File: src/rtl/wdt_pkg.sv
// Package: shared defaults and helpers for the toggle-cleared watchdog.
// Assumes a 250 MHz clock for the default cycle counts.
package wdt_pkg;
    // Default timeout: 1.6 s at 250 MHz
    localparam int unsigned DEF_TIMEOUT_CYC = 400_000_000;
    // Default persistence: 20 ns at 250 MHz
    localparam int unsigned DEF_FILT_CYC    = 5;
    localparam int unsigned DEF_SYNC_STAGES = 2;

    // Width needed to hold values 0..n
    function automatic int unsigned cnt_width(input int unsigned n);
        return (n < 2) ? 1 : $clog2(n + 1);
    endfunction
endpackage

File: src/rtl/wdt_edge_filter.sv
// Module: wdt_edge_filter
// Synchronises the asynchronous heartbeat pin. A new level is accepted only
// after it has been seen for FILT_CYC consecutive synchronised cycles. A
// one-cycle pulse is emitted for every accepted level change, in either direction.
// Assumes SYNC_STAGES >= 2 and FILT_CYC >= 1.
module wdt_edge_filter
    import wdt_pkg::*;
#(
    parameter int unsigned SYNC_STAGES = DEF_SYNC_STAGES,
    parameter int unsigned FILT_CYC    = DEF_FILT_CYC
) (
    input  logic clk,
    input  logic rst_n,
    input  logic pin_i,
    output logic toggle_o
);
    localparam int unsigned FW = cnt_width(FILT_CYC);
    localparam logic [FW-1:0] LAST = FW'(FILT_CYC - 1);

    logic [SYNC_STAGES-1:0] sync_q;
    logic                   synced;
    logic                   level_q;
    logic [FW-1:0]          run_q;
    logic                   accept;

    // Synchroniser shift chain toward the clock domain
    always_ff @(posedge clk) begin
        if (!rst_n) sync_q <= '0;
        else        sync_q <= {sync_q[SYNC_STAGES-2:0], pin_i};
    end

    assign synced = sync_q[SYNC_STAGES-1];
    assign accept = (synced != level_q) && (run_q == LAST);

    // Persistence counter: counts how long the synchronised level has differed
    always_ff @(posedge clk) begin
        if (!rst_n)                 run_q <= '0;
        else if (synced == level_q) run_q <= '0;
        else if (accept)            run_q <= '0;
        else                        run_q <= run_q + 1'b1;
    end

    // Accepted level and the one-cycle change pulse
    always_ff @(posedge clk) begin
        if (!rst_n) begin
            level_q  <= 1'b0;
            toggle_o <= 1'b0;
        end else begin
            toggle_o <= accept;
            if (accept) level_q <= synced;
        end
    end
endmodule

File: src/rtl/wdt_timer.sv
// Module: wdt_timer
// Counts quiet cycles and latches an expiry flag after TIMEOUT_CYC edges with
// no clear. Any clear request zeroes both the count and the flag.
// Assumes TIMEOUT_CYC >= 2.
module wdt_timer
    import wdt_pkg::*;
#(
    parameter int unsigned TIMEOUT_CYC = DEF_TIMEOUT_CYC
) (
    input  logic clk,
    input  logic rst_n,
    input  logic clear_i,
    output logic expired_o
);
    localparam int unsigned TW = cnt_width(TIMEOUT_CYC);
    localparam logic [TW-1:0] LIMIT = TW'(TIMEOUT_CYC - 1);

    logic [TW-1:0] cnt_q;

    // Quiet-cycle counter that stops at its limit and sets the expiry flag
    always_ff @(posedge clk) begin
        if (!rst_n) begin
            cnt_q     <= '0;
            expired_o <= 1'b0;
        end else if (clear_i) begin
            cnt_q     <= '0;
            expired_o <= 1'b0;
        end else if (cnt_q == LIMIT) begin
            expired_o <= 1'b1;
        end else begin
            cnt_q <= cnt_q + 1'b1;
        end
    end
endmodule

File: src/rtl/toggle_watchdog.sv
// Module: toggle_watchdog (top)
// Supervises a processor heartbeat pin. Accepted level changes clear the timer.
// System reset and the disable input hold the timer cleared. The output is low
// on expiry or while undervoltage is flagged.
// Assumes sys_rst_i, uv_i and disable_i are already synchronous to clk.
module toggle_watchdog
    import wdt_pkg::*;
#(
    parameter int unsigned TIMEOUT_CYC = DEF_TIMEOUT_CYC,
    parameter int unsigned FILT_CYC    = DEF_FILT_CYC,
    parameter int unsigned SYNC_STAGES = DEF_SYNC_STAGES
) (
    input  logic clk,
    input  logic rst_n,
    input  logic kick_i,
    input  logic disable_i,
    input  logic sys_rst_i,
    input  logic uv_i,
    output logic wdo_n
);
    logic kick_toggle;
    logic expired;
    logic timer_clear;

    wdt_edge_filter #(
        .SYNC_STAGES(SYNC_STAGES),
        .FILT_CYC   (FILT_CYC)
    ) u_filt (
        .clk     (clk),
        .rst_n   (rst_n),
        .pin_i   (kick_i),
        .toggle_o(kick_toggle)
    );

    // Any hold condition or accepted heartbeat clears the timer
    assign timer_clear = kick_toggle | sys_rst_i | disable_i;

    wdt_timer #(
        .TIMEOUT_CYC(TIMEOUT_CYC)
    ) u_timer (
        .clk      (clk),
        .rst_n    (rst_n),
        .clear_i  (timer_clear),
        .expired_o(expired)
    );

    // Output low on expiry or on undervoltage
    assign wdo_n = ~(expired | uv_i);
endmodule

File: config.mk
export PLATFORM = sky130hd
export DESIGN_NAME = toggle_watchdog
export DESIGN_NICKNAME = d
export VERILOG_FILES = /design/src/rtl/wdt_pkg.sv /design/src/rtl/wdt_edge_filter.sv /design/src/rtl/wdt_timer.sv /design/src/rtl/toggle_watchdog.sv
export SDC_FILE = /design/constraint.sdc
export NUM_CORES = 1
export LEC_CHECK = 0
export BUFFER_PORTS_ARGS = -buffer_cell sky130_fd_sc_hd__buf_2
export CAP_MARGIN = 30
export CORE_MARGIN = 5
export CORE_UTILIZATION = 54
export CTS_BUF_LIST = sky130_fd_sc_hd__clkbuf_8
export CTS_CLUSTER_SIZE = 12
export DETAILED_ROUTE_END_ITERATION = 10
export HOLD_SLACK_MARGIN = 0.03
export PLACE_DENSITY = 0.72
export SYNTH_ARGS = -nofsm -noshare
export SYNTH_HDL_FRONTEND = slang
export SYNTH_SLANG_ARGS = --single-unit
File: constraint.sdc
create_clock -name clk -period 2.91 [get_ports clk]
set_clock_uncertainty 0.2 [all_clocks]
set_input_delay 0.4365 -clock clk [delete_from_list [all_inputs] [get_ports clk]]
set_output_delay 0.4365 -clock clk [all_outputs]
set_load 0.01 [all_outputs]
==> summary.txt <==
Global routing
  – Antenna violations before repair: 0
  – GRT overflow: 0
  – Largest net degree at the start of global routing: 29
  – First-pass GRT wire length: between 5000 and 6000 um
  – Vias in the first global route: 1266
  – All-Layer GR Usage: 16.1%

Power and ir drop
  – Worst vdd ir: 0.247 mV
  – PD cells: ~530 nW/um2
  – Pleak: around 0.63 nW

Critical path
  – Critical Path Source Type: flop
  – Crit path buf inv count: 1
  – CP Class: flop to flop
  – Arrival @ worst endpoint: 2320 ps
  – CP peak stage delay: 410 ps
  – Crit end category: flop
  – CP endpoint: u_timer.cnt_q[1]
  – CP Max Fanout: 17
  – Worst R2R Start: u_timer.cnt_q[0]
  – CP delay by family, top: simple AND/OR/NAND/NOR gates
  – CP Depth: 7
  – Worst Reg2Reg Path Length in Cells: 7
  – Critical path origin: u_timer.cnt_q[0]
  – Critical path required time: 2860 ps
  – R2r endpoint: u_timer.cnt_q[1]
  – Register-to-register setup slack: between 500 and 600 ps
  – Slowest cell on the critical path: dfxtp_1
  – CP cell instances: ha_1 -> nand3_1 -> or2_2 -> nor4_4 -> buf_4 -> mux2i_1 -> nor2_1

Logic synthesis
  – Main combinational cell family by area after synthesis: simple AND/OR/NAND/NOR gates
  – Most frequently used flop master after synthesis: dfxtp_1
  – #FFs+latches synth: 37
  – Mapped cell area: between 1500 and 2000 um2
  – Post-synth EDFFs: 0
  – Synth Area per Inst: 8.78 um2
  – Xor and xnor area share after synthesis: 10.6%
  – Synthesized instance count: 189
  – Post-synthesis compound-gate area fraction: 6.25%
  – YS warnings: 0
  – Synth cell types: 33
  – Post-Synth Adder-Cell Area: under 10%
  – Syn_nets: 198
  – Async SR Flop Fraction: 0%
  – Register area share after synthesis: 44.6%
  – Multiplexer share of the synthesized area: ~1.2%
  – Simple-Gate Fraction of Synth Area: 32.6%

Worst hold path
  – Worst hold path type: primary input to flop

Floorplanning
  – Starting Density: 55.3%
  – Core area: 3000 um2
  – Die Width: approximately 65 um
  – Die Outline Area: 4280 um2
  – Chip Height: 65.5 um
  – Rows: 20
  – IO Count: 7

CTS
  – Max clock buf depth: 2
  – CTS tree: yes
  – Setup Buffers After CTS: 0
  – Sink Count: 37
  – Post-CTS sizing: 0
  – H-tree Lvls: 2
  – Hold-fix buffers, CTS: 0
  – Root Buffer: clkbuf_8
  – Worst skew pair latency: 280 ps
  – Clock slew at reported path FFs: 70 ps
  – Num CTS Buffers: 5

Routing
  – Final WL: 3040 um
  – Vias per std cell: 5.71
  – Metal3 WL: 125 um
  – Top Layer Used: met4
  – Wl on met1: 1410 um
  – Metal2 WL: roughly 1500 um
  – Wire per inst: about 13 um
  – Drc violations: 0
  – Vias: between 1000 and 1500
  – Final ANT Viol Nets: 0
  – DRT iter0 DRCs: 67
  – Drt first pass iters: 4

Timing
  – Worst hold margin: 162 ps
  – Minimum clock period: 2370 ps
  – Fmax: about 420 MHz
  – Rel. slew slack: a little under 50%
  – RSZ-0062 raised after global routing: no
  – Final hold vios: 0
  – Max-slew violations: 0
  – Worst-margin pin slew: 772 ps
  – Final setup fails: 0
  – Post-route clock period utilization: 81.4%
  – Setup TNS: 0 ps

Placed design
  – Post-DP HPWL: 2190 um
  – Placed cells: 224
  – Routability Congestion: 0.828
  – Port Buf Inserts: 6

Finish
  – Most frequent cells in the layout: dfxtp_1, nor2_1, xor2_1, nand2_1, nand3_1
  – Final std cells w/o fill: around 230
  – Fill cells: 289
  – Synthesis-to-layout area growth: 10.4%
  – Commonest non-fill, non-tap cell in the layout: dfxtp_1
  – # diodes: 0
  – Number of nets in the layout: between 200 and 250
  – Layout cells sized above 1: 11.1%

Flow run
  – Max-Cap Viols: 0

Outcome
  – Outcome: finished, final reports clean
## area by class of cell
type,instances,area [um2],share of cell area [%]
inverter,3,11.3,0.614
multi-input combinational,143,878,47.9
tap,33,41.3,2.25
sequential,37,741,40.4
timing repair buffer,8,45.0,2.46
clock inverter,2,33.8,1.84
clock buffer,6,82.6,4.51
## flip-flops by register name, summed over array words and instances, names as in the netlist
name / count
u_filt.level_q: 1
u_timer.expired_o: 1
u_filt.sync_q: 2
u_timer.cnt_q: 29
u_filt.toggle_o: 1
u_filt.run_q: 3
## power breakdown
group | total, W | switching (W) | internal [W] | leakage [nW]
clock | 0.000441 | 0.000165 | 0.000276 | 0.0626
sequential | 0.000510 | 0.00000187 | 0.000509 | 0.299
combinational | 0.0000159 | 0.00000937 | 0.00000653 | 0.265
total | 0.000968 | 0.000177 | 0.000791 | 0.626
## cells in the mapped netlist (2+ instances only)
cell      count  area share [%]
o21ai_0       7             2.1
nor4_2        2             1.5
xor2_1       17             9.0
and2_1        3             1.1
dfxtp_1      37              45
or3_1         4             1.5
xnor2_1       3             1.6
or2_2         2            0.75
o31ai_1       2            0.90
clkbuf_1      5             1.1
mux2i_1       2             1.2
nand2_1      14             3.2
nor2_1       35             7.9
a21oi_1       7             2.1
ha_1          3             2.3
nand3_1      11             3.3
and3_1        2            0.75
nand4_1      10             3.8
or4_1         3             1.4
and4_1        5             2.6
inv_1         3            0.68
## worst reg2reg max path: stages, from the launching register on
cell and delay, ps:
dfxtp_1 410, ha_1 230, nand3_1 220, or2_2 400, nor4_4 280, buf_4 240
mux2i_1 210, nor2_1 50
## worst min-delay path by stage
| stage | depth (start not counted) | end | slack [ps] | startpoint |
|---|---|---|---|---|
| 2_1_floorplan | 1 | u_filt.sync_q[1] | 210 | u_filt.sync_q[0] |
| 3_3_place_gp | 1 | u_filt.sync_q[1] | 230 | u_filt.sync_q[0] |
| 3_5_place_dp | 1 | u_filt.sync_q[1] | 230 | u_filt.sync_q[0] |
| 4_1_cts | 2 | u_filt.sync_q[0] | 150 | kick_i |
| 5_1_grt | 2 | u_filt.sync_q[0] | 170 | kick_i |
| 6_report | 2 | u_filt.sync_q[0] | 160 | kick_i |
## cell families (layout without fill, tap and decap cells)
group | Yosys count | in the layout
xor+xnor | 20 | 20
flops | 37 | 37
mux | 2 | 2
fa+ha+maj | 3 | 3
compound gates | 19 | 19
simple gates | 99 | 99
buf+inv | 9 | 19
## metal layers
| metal | vias up | GRT usage [%] |
|---|---|---|
| li1 | 678 | - |
| met1 | 616 | 19.4 |
| met2 | 29 | 25.7 |
| met3 | 2 | 5.98 |
| met4 | 0 | 6.48 |
| met5 | - | 0 |
## metrics by stage
| step | utilization, % | total power (W) | worst slack (ps) | area [um2] |
|---|---|---|---|---|
| finish | 61.0 | 0.000968 | 541 | 1830 |
| global route | 61.0 | 0.00101 | 321 | 1830 |
| CTS | 61.0 | 0.000988 | 544 | 1830 |
| detailed placement | 57.2 | 0.000538 | 542 | 1720 |
| global placement | 57.2 | 0.000537 | 669 | 1720 |
| floorplan | - | 0.000531 | 676 | 1660 |
(Power assumes the default switching activity.)
